## src/rtl/pic_pkg.sv

```systemverilog
package pic_pkg;
    localparam int NLINE     = 8;
    localparam int LW        = $clog2(NLINE);
    localparam int DW        = 8;
    localparam int SYNC_STG  = 2;

    typedef logic [LW-1:0]    lvl_t;
    typedef logic [NLINE-1:0] line_vec_t;
    typedef logic [DW-1:0]    byte_t;

    typedef enum logic [2:0] {
        ST_UNCONF,
        ST_VEC,
        ST_CASC,
        ST_MODE,
        ST_READY
    } cfg_st_t;

    typedef enum logic [2:0] {
        WK_NONE,
        WK_START,
        WK_OP2,
        WK_OP3,
        WK_DATA
    } wr_kind_t;

    typedef struct packed {
        wr_kind_t kind;
        byte_t    val;
    } wr_cmd_t;

    localparam logic [2:0] OP_NSEOI  = 3'b001;
    localparam logic [2:0] OP_SEOI   = 3'b011;
    localparam logic [2:0] OP_SETLOW = 3'b110;
    localparam logic [2:0] OP_ROTSEO = 3'b111;

    function automatic wr_cmd_t classify_write(input logic we, input logic a,
                                               input byte_t d);
        wr_cmd_t c;
        c.val = d;
        if (!we)       c.kind = WK_NONE;
        else if (a)    c.kind = WK_DATA;
        else if (d[4]) c.kind = WK_START;
        else if (d[3]) c.kind = WK_OP3;
        else           c.kind = WK_OP2;
        return c;
    endfunction

    function automatic lvl_t line_at_rank(input lvl_t lowest, input int unsigned k);
        return lvl_t'(lowest + lvl_t'(1) + lvl_t'(k));
    endfunction
endpackage

```

## src/rtl/pic_req_front.sv

```systemverilog
module pic_req_front
    import pic_pkg::*;
(
    input  logic      clk,
    input  logic      rst,
    input  line_vec_t req_in,
    input  line_vec_t grant,
    output line_vec_t irr
);
    generate
        for (genvar i = 0; i < NLINE; i++) begin : g_line
            logic [SYNC_STG-1:0] chain;
            logic                prev;
            logic                level;
            logic                rise;

            assign level = chain[SYNC_STG-1];
            assign rise  = level & ~prev;

            always_ff @(posedge clk) begin
                if (rst) begin
                    chain  <= '0;
                    prev   <= 1'b0;
                    irr[i] <= 1'b0;
                end else begin
                    chain  <= {chain[SYNC_STG-2:0], req_in[i]};
                    prev   <= level;
                    irr[i] <= (irr[i] | rise) & level & ~grant[i];
                end
            end
        end
    endgenerate
endmodule

```

## src/rtl/pic_rank.sv

```systemverilog
module pic_rank
    import pic_pkg::*;
(
    input  line_vec_t irr,
    input  line_vec_t imr_eff,
    input  line_vec_t isr,
    input  lvl_t      lowest,
    output logic      req_hit,
    output lvl_t      req_lvl,
    output logic      isr_any,
    output lvl_t      isr_lvl
);
    line_vec_t pend;
    logic      p_found;
    lvl_t      p_rank;
    lvl_t      i_rank;

    assign pend = irr & ~imr_eff;

    always_comb begin
        p_found = 1'b0;
        p_rank  = '0;
        req_lvl = '0;
        isr_any = 1'b0;
        i_rank  = '0;
        isr_lvl = '0;
        for (int k = NLINE - 1; k >= 0; k--) begin
            if (pend[line_at_rank(lowest, k)]) begin
                p_found = 1'b1;
                p_rank  = lvl_t'(k);
                req_lvl = line_at_rank(lowest, k);
            end
            if (isr[line_at_rank(lowest, k)]) begin
                isr_any = 1'b1;
                i_rank  = lvl_t'(k);
                isr_lvl = line_at_rank(lowest, k);
            end
        end
        req_hit = p_found && (!isr_any || (p_rank < i_rank));
    end
endmodule

```

## src/rtl/pic_ctrl.sv

```systemverilog
module pic_ctrl
    import pic_pkg::*;
(
    input  logic      clk,
    input  logic      rst,
    input  logic      wr_en,
    input  logic      rd_en,
    input  logic      addr,
    input  byte_t     wdata,
    input  line_vec_t irr,
    input  logic      req_hit,
    input  lvl_t      req_lvl,
    input  logic      isr_any,
    input  lvl_t      isr_lvl,
    output line_vec_t imr,
    output line_vec_t isr,
    output lvl_t      lowest,
    output logic      ready,
    output logic      poll_armed,
    output line_vec_t grant,
    output byte_t     rdata
);
    cfg_st_t   st;
    logic      want_mode;
    logic      solo;
    logic      auto_eoi;
    logic      show_isr;
    wr_cmd_t   wc;
    logic      poll_rd;
    logic      poll_ok;
    line_vec_t isr_n;
    lvl_t      lowest_n;
    byte_t     status;
    logic [2:0] op;
    lvl_t      op_lvl;

    assign wc      = classify_write(wr_en, addr, wdata);
    assign op      = wdata[7:5];
    assign op_lvl  = wdata[LW-1:0];
    assign ready   = (st == ST_READY);
    assign poll_rd = rd_en && !addr && poll_armed;
    assign poll_ok = poll_rd && req_hit;
    assign grant   = poll_ok ? (line_vec_t'(1) << req_lvl) : '0;
    assign status  = req_hit ? {1'b1, (DW - 1 - LW)'(0), req_lvl} : '0;

    always_comb begin
        if (addr)            rdata = imr;
        else if (poll_armed) rdata = status;
        else if (show_isr)   rdata = isr;
        else                 rdata = irr;
    end

    always_comb begin
        isr_n    = isr;
        lowest_n = lowest;
        if (poll_ok && !auto_eoi) isr_n[req_lvl] = 1'b1;
        if (wc.kind == WK_OP2) begin
            unique case (op)
                OP_NSEOI:  if (isr_any) isr_n[isr_lvl] = 1'b0;
                OP_SEOI:   isr_n[op_lvl] = 1'b0;
                OP_SETLOW: lowest_n = op_lvl;
                OP_ROTSEO: begin
                    isr_n[op_lvl] = 1'b0;
                    lowest_n      = op_lvl;
                end
                default: ;
            endcase
        end
    end

    always_ff @(posedge clk) begin
        if (rst) begin
            st         <= ST_UNCONF;
            imr        <= '1;
            isr        <= '0;
            lowest     <= lvl_t'(NLINE - 1);
            want_mode  <= 1'b0;
            solo       <= 1'b0;
            auto_eoi   <= 1'b0;
            show_isr   <= 1'b0;
            poll_armed <= 1'b0;
        end else if (wc.kind == WK_START) begin
            st         <= ST_VEC;
            imr        <= '0;
            isr        <= '0;
            lowest     <= lvl_t'(NLINE - 1);
            want_mode  <= wdata[0];
            solo       <= wdata[1];
            auto_eoi   <= 1'b0;
            show_isr   <= 1'b0;
            poll_armed <= 1'b0;
        end else begin
            isr    <= isr_n;
            lowest <= lowest_n;
            if (poll_rd) poll_armed <= 1'b0;
            if (wc.kind == WK_OP3) begin
                if (wdata[2]) poll_armed <= 1'b1;
                if (wdata[1]) show_isr <= wdata[0];
            end
            if (wc.kind == WK_DATA) begin
                unique case (st)
                    ST_VEC:  st <= !solo ? ST_CASC : (want_mode ? ST_MODE : ST_READY);
                    ST_CASC: st <= want_mode ? ST_MODE : ST_READY;
                    ST_MODE: begin
                        auto_eoi <= wdata[1];
                        st       <= ST_READY;
                    end
                    default: imr <= wdata;
                endcase
            end
        end
    end
endmodule

```

## src/rtl/prio_irq_poll.sv

```systemverilog
module prio_irq_poll
    import pic_pkg::*;
(
    input  logic       clk,
    input  logic       rst,
    input  logic [7:0] req_in,
    input  logic       wr_en,
    input  logic       rd_en,
    input  logic       addr,
    input  logic [7:0] wdata,
    output logic [7:0] rdata,
    output logic       irq_out
);
    line_vec_t irr;
    line_vec_t imr;
    line_vec_t isr;
    line_vec_t grant;
    line_vec_t imr_eff;
    lvl_t      lowest;
    lvl_t      req_lvl;
    lvl_t      isr_lvl;
    logic      req_hit;
    logic      isr_any;
    logic      ready;
    logic      poll_armed;

    assign imr_eff = ready ? imr : '1;
    assign irq_out = req_hit;

    pic_req_front u_front (
        .clk    (clk),
        .rst    (rst),
        .req_in (req_in),
        .grant  (grant),
        .irr    (irr)
    );

    pic_rank u_rank (
        .irr     (irr),
        .imr_eff (imr_eff),
        .isr     (isr),
        .lowest  (lowest),
        .req_hit (req_hit),
        .req_lvl (req_lvl),
        .isr_any (isr_any),
        .isr_lvl (isr_lvl)
    );

    pic_ctrl u_ctrl (
        .clk        (clk),
        .rst        (rst),
        .wr_en      (wr_en),
        .rd_en      (rd_en),
        .addr       (addr),
        .wdata      (wdata),
        .irr        (irr),
        .req_hit    (req_hit),
        .req_lvl    (req_lvl),
        .isr_any    (isr_any),
        .isr_lvl    (isr_lvl),
        .imr        (imr),
        .isr        (isr),
        .lowest     (lowest),
        .ready      (ready),
        .poll_armed (poll_armed),
        .grant      (grant),
        .rdata      (rdata)
    );
endmodule

```

## config.mk

```make
export PLATFORM = sky130hd
export DESIGN_NAME = prio_irq_poll
export DESIGN_NICKNAME = d
export VERILOG_FILES = /design/src/rtl/pic_pkg.sv /design/src/rtl/pic_req_front.sv /design/src/rtl/pic_rank.sv /design/src/rtl/pic_ctrl.sv /design/src/rtl/prio_irq_poll.sv
export SDC_FILE = /design/constraint.sdc
export NUM_CORES = 1
export LEC_CHECK = 0
export ABC_AREA = 1
export BUFFER_PORTS_ARGS = -buffer_cell sky130_fd_sc_hd__buf_2
export CAP_MARGIN = 5
export CELL_PAD_IN_SITES_DETAIL_PLACEMENT = 0
export CELL_PAD_IN_SITES_GLOBAL_PLACEMENT = 1
export CORE_MARGIN = 5
export CORE_UTILIZATION = 38
export CTS_CLUSTER_DIAMETER = 50
export DETAILED_ROUTE_END_ITERATION = 8
export MAX_ROUTING_LAYER = met4
export PLACE_DENSITY_LB_ADDON = 0.1
export SLEW_MARGIN = 20
export SYNTH_ARGS = -nofsm -noshare
export SYNTH_HDL_FRONTEND = slang
export SYNTH_SLANG_ARGS = --single-unit
```

## constraint.sdc

```tcl
create_clock -name clk -period 4 [get_ports clk]
set_input_delay 0.8 -clock clk [delete_from_list [all_inputs] [get_ports clk]]
set_output_delay 0.8 -clock clk [all_outputs]
set_load 0.01 [all_outputs]
```

* Word level (Yosys, flattened, before mapping)
Cells that the tools add are included.
Word-level totals: input bits 21, output and inout bits 9, register bits 59, word-level logic and storage cells 262
Operators by class: bitwise operators 55, eq/ne operators 13, shifts and indexed selects 1, muxes and demuxes 111, add/sub/neg operators 8, $lt $le $gt $ge 15, reductions and logical operators 25
Operators with widths (number):
- $mux W3 | 37
- $mux W8 | 12
- $bmux W1 S3 | 16
- $lt A3 B4 Y1 const B | 11
- $mux W1 | 41
- $and A1 B1 Y1 | 24
- $and A8 B8 Y8 | 3
- $not A8 Y8 | 3
- $not A1 Y1 | 16
- $pmux W8 S2 | 1
- $eq A3 B2 Y1 const B | 5
- $add A3 B3 Y3 const B | 4
- $eq A3 B3 Y1 const B | 4
- $reduce_and A2 Y1 | 6
- $demux W1 S3 | 3
- $eq A3 B1 Y1 const B | 3
- $ge A3 B1 Y1 const B | 3
- $pmux W3 S3 | 1
- $logic_and A1 B1 Y1 | 8
- $or A1 B1 Y1 | 8
- $or A8 B8 Y8 | 1
- $shl A1 B3 Y8 const A | 1
- $add A3 B1 Y3 const B | 2
- $add A3 B2 Y3 const B | 2
- other kinds (9) | 13

* Depth between registers and ports, before layout
depth after elaboration 24, depth in mapped cells 26

* Modules after synthesis
Synthesis repeated with hierarchy kept, for this count alone.
Unflattened totals: cells, all modules 706, area, all modules 4185.3 µm²
Modules (own cells, without submodules):
- pic_ctrl | cells an instance 278, seq. area each 540.5 µm², instances 1, area each 1669.1 µm²
- pic_rank | cells an instance 288, seq. area each 0.0 µm², instances 1, area each 1435.1 µm²
- pic_req_front | cells an instance 123, seq. area each 640.6 µm², instances 1, area each 1016.0 µm²
- prio_irq_poll | cells an instance 17, seq. area each 0.0 µm², instances 1, area each 65.1 µm²

* Worst setup path before layout
Ideal clock, no wire load.
path type flip-flop to output port, start point register u_ctrl.lowest[0], end point output rdata[2], cell stages (with the launch flop) 22, data required time 3.200 ns, arrival time 3.273 ns, slack -0.073 ns, cells stage by stage dfxtp_1 > buf_4 > inv_1 > buf_2 > ha_1 > inv_1 > buf_2 > nand3_1 > nand3_1 > nand2_1 > nor2_1 > inv_1 > nor3_1 > nor4_1 > ha_1 > a21oi_1 > nand2_1 > nand2_2 > nand2_1 > nor2_2 > nand2_1 > a21oi_1
On the way: cells in the longest elaborated chain, start to end 18, elaborated cells between the ends (all ways) 87, classes of those cells 8 x add/sub; 1 x order compare; 75 x mux; 3 x reduce/logical
Ends and longest elaborated chain:
- start, declared | RTL line pic_ctrl.sv:17 | output lvl_t lowest,
- start signal, assigned | RTL line pic_ctrl.sv:76 | lowest <= lvl_t'(NLINE - 1);
- start signal, assigned | RTL line pic_ctrl.sv:86 | lowest <= lvl_t'(NLINE - 1);
- start signal, assigned | RTL line pic_ctrl.sv:94 | lowest <= lowest_n;
- $add A3 B1 Y3 (*) | RTL line pic_pkg.sv:50 | return lvl_t'(lowest + lvl_t'(1) + lvl_t'(k));
- $add A3 B3 Y3 | RTL line pic_pkg.sv:50
- $bmux W1 S3 (on tied branches) | RTL line pic_rank.sv:28, pic_rank.sv:33
- $mux W1 (on tied branches) | RTL line pic_rank.sv:28, pic_rank.sv:33
- $mux W3 (tied with other cells) (8 in series) | RTL line pic_rank.sv:28 | if (pend[line_at_rank(lowest, k)]) begin
- $lt A3 B3 Y1 / $logic_not A1 Y1 (equally long branches) | RTL line pic_rank.sv:39 | req_hit = p_found && (!isr_any || (p_rank < i_rank));
- $logic_or A1 B1 Y1 | RTL line pic_rank.sv:39
- $logic_and A1 B1 Y1 | RTL line pic_rank.sv:39
- $mux W8 (*) | RTL line pic_ctrl.sv:44 | assign status = req_hit ? {1'b1, (DW - 1 - LW)'(0), req_lvl} : '0;
- $mux W8 (*) | RTL line pic_ctrl.sv:48 | else if (poll_armed) rdata = status;
- $mux W8 (*) | RTL line pic_ctrl.sv:47 | if (addr) rdata = imr;
- end, declared | RTL line prio_irq_poll.sv:11 | output logic [7:0] rdata,
Mark *: on every way between the ends. The rest lies on a longest branch, timed or not. The select of a mux whose other input is x is not followed.

* Worst setup path in the final report
start point register u_ctrl.lowest[0], end point output rdata[1]
Same word-level chain as after synthesis.

==> impl_results.md <==
* Fin util at 0.5087
* Max IR drop VDD at 0.2678 mV
* Most common cell in the netlist: nand2_1
* Power Density at 277.1 nW/um^2
* Synth Net Count at 680
* Top-area cell type share of the netlist area at 0.3005
* DR vias/cell at 5.008
* Cts bufs inserted at 9
* DRT Wirelength at 13140 um
* Synth top cells by count: 184 x nand2_1, 100 x inv_1, 70 x nand3_1, 65 x nor2_1, 59 x dfxtp_1
* Area contributors post-synth: dfxtp_1 30%, nand2_1 18%, inv_1 9.6%
* Initial antenna violation count at 0
* Number of cell rows at 37
* ANT cells at 0
* Clock Pin Slew Worst Setup and Hold Paths at roughly 80 ps
* Worst path max stage delay at 360 ps
* Clk sink count at 59
* Final net count at 760
* Worst-path fanout max at 5
* Worst Tran Pin Value at 897.7 ps
* Mapped cell area at between 3000 and 4000 um^2
* Crit path from: u_ctrl.lowest[0]$_SDFFE_PP1P_
* Core ar. at 10180 um^2
* Final period utilization at 1.025
* Syn-to-layout area delta at 31.84%
* Crit. End Element: output port
* Count of unique library cells instantiated by Yosys at between 40 and 50
* H-tree levels at 3
* Die Ht at 111.7 um
* GRT Residual Overflow at 0
* CP Data Required Time at 3200 ps
* CTS Root Buffer Type: clkbuf_8
* Worst EP arrival at 3300 ps
* Hold Crit Class: reg2reg
* Die width at 111.7 um
* Gr usage total at 0.2132
* Crit Path Class: reg2out
* Fmax at between 0.2 and 0.25 GHz
* Largest net degree at the start of global routing at 20
* Failing checks: negative setup slack
* DRT Pass-1 Iters at 5
* Top delay family on crit path: simple AND/OR/NAND/NOR gates
* Final max-slew violation count at 0
* Crit path buffers/inverters at 6
* Placer Congestion at between 0.9 and 1
* Antenna Nets Post-Route at 0
* Syn Area/Cell at 6.000 um^2
* CP dominant cell by count: nand2_2
* Initial Util at 0.3859
* Setup-failing EPs final at 5
* DRC at 0
* Synth warn at 0
* Die area at 12480 um^2
* Slowest-stage cell, CP: dfxtp_4
* First-pass GRT wire length at 20560 um
* Yosys reg bits at 59
* Maxcap violations at 0
* EDFF count, synth at 0
* Vias in the first global route at ~4200
* Top FF cell, synth: dfxtp_1
* CTS tree: built
* RR Startpoint: u_ctrl.lowest[0]$_SDFFE_PP1P_
* Count of input and output buffers at 29
* Slew margin rel. at 0.3969
* Fin. Hold Viols at 0
* Nature of the critical path startpoint: flip-flop
* Setup Skew at 12.57 ps
* Cells after Synth at 655
* Clock Tree Buf Depth at 2
* Min Tclk post-route at a little over 4000 ps
* Average wire per standard cell at 15.00 um
* Final WS setup at -98.32 ps
* Share of cells above drive strength 1 at 0.2595
* # IOs at 30
* Unrepaired setup endpoints after global routing: true
* Sequential share of the synthesized area at 0.3005
* Detailed placer's ending HPWL at 10390 um
* Worst-path cell chain: buf_8 -> ha_4 -> inv_2 -> nand2_2 -> nand2_4 -> buf_12 -> xor2_4 -> inv_4 -> nand3_4 -> nand2_4 -> nor4_4 -> ha_4 -> nand2_2 -> inv_2 -> nand2_2 -> nand2_2 -> nand2_4 -> nand2_4 -> nor2_4 -> nand2_2 -> a21oi_2 -> buf_2
* Share of flip-flops with an asynchronous set or reset at 0
* Iter 0 DRT Violations at 374
* HP Start: u_front.g_line[6].chain[0]$_SDFF_PP0_
* Power Total at 1.436 mW
* Top cell type by total area after synthesis: dfxtp_1
* Lkg Pwr at 2.479 nW
* Vias at 4387
* Worst skew pair latency at 360 ps
* Status: finished, violations left
through the flow:
step	hold slack (ps)	setup TNS, ps	setup slack (ps)	std cells	instance area [um^2]
4_1_cts	406.7	-641.8	-180.0	870	4907
3_3_place_gp	389.6	-133.7	-58.17	837	4423
2_1_floorplan	386.6	-6.108	-6.108	655	3941
5_1_grt	411.4	-1345	-326.2	876	5181
6_report	397.1	-307.8	-98.32	876	5181
3_5_place_dp	395.6	-420.5	-132.6	837	4423
registers in the layout (all words and copies together) (netlist names):
| signal | cells |
|---|---|
| u_front.irr | 8 |
| u_front.g_line.chain | 16 |
| u_ctrl.st | 3 |
| u_ctrl.auto_eoi | 1 |
| u_ctrl.solo | 1 |
| u_front.g_line.prev | 8 |
| u_ctrl.imr | 8 |
| u_ctrl.want_mode | 1 |
| u_ctrl.isr | 8 |
| u_ctrl.poll_armed | 1 |
| u_ctrl.lowest | 3 |
| u_ctrl.show_isr | 1 |
cells in the final DEF (no fill, tap or decap), types with 5 or more instances in the layout:
master    netlist  layout
inv_2           6      10
nand3_1        70      56
clkbuf_8        0       9
nor2_2          3       6
nor2_1         65      57
nand2_2         4      19
inv_1         100      92
a21oi_1        46      41
nand2_1       184     164
o21ai_0        46      42
nand4_1         6       6
dfxtp_1        59      57
nand2_4         1       6
o211ai_1        5       5
nand3_2         1       9
buf_2           5      28
buf_4           3      49
o21ai_2         1       5
nand3_4         1       7
nor2_4          1       6
repair_timing:
action,in CTS,in global routing
hold buffers,0,0
cloned,0,0
endpoints found under the setup margin,5,5
pin swaps,16,25
setup buffers,17,7
resized for setup,42,60
final cells by class:
class                      count  area, um^2
fill                        1117        5004
multi-input combinational    472        2626
sequential                    59        1186
timing repair buffer          84       603.1
inverter                     109       419.2
tap                          136       170.2
clock buffer                   9       123.9
clock inverter                 7       52.55
cell families (layout without fill, tap and decap cells):
logic type      Yosys count  count (layout)  synth area share
simple gates            346             346            0.3795
buf+inv                 124             209            0.1229
compound gates          119             119            0.1662
flops                    59              59            0.3005
fa+ha+maj                 4               4           0.01274
xor+xnor                  3               3           0.01815
tightest hold or removal path, stage by stage (launching register included):
cell and delay (ps):
dfxtp_1 300, inv_1 40, nor2_1 30
layer usage:
layer  up-vias  part of all wire  global-route usage
li1       2258                 -                   -
met1      2018              0.44              0.2532
met2        89              0.50              0.3689
met3        22             0.038             0.02989
met4         0             0.022             0.07299
met5         -                 0                   -
final timing paths:
kind                                                               to  slack (ps)  cells after the start
worst max-delay path                                         rdata[1]        -100                     22
worst min-delay path            u_front.g_line[6].chain[1]$_SDFF_PP0_         400                      2
worst max register to register               u_ctrl.isr[5]$_SDFF_PP0_         770                     23
worst min register to register  u_front.g_line[6].chain[1]$_SDFF_PP0_         400                      2
power by group:
part	leakage [nW]	internal [mW]	switching (mW)	total [mW]
clock	0.0900	0.228	0.263	0.491
sequential	0.482	0.609	0.0121	0.621
combinational	1.91	0.122	0.202	0.324
(Power assumes the default switching activity.)
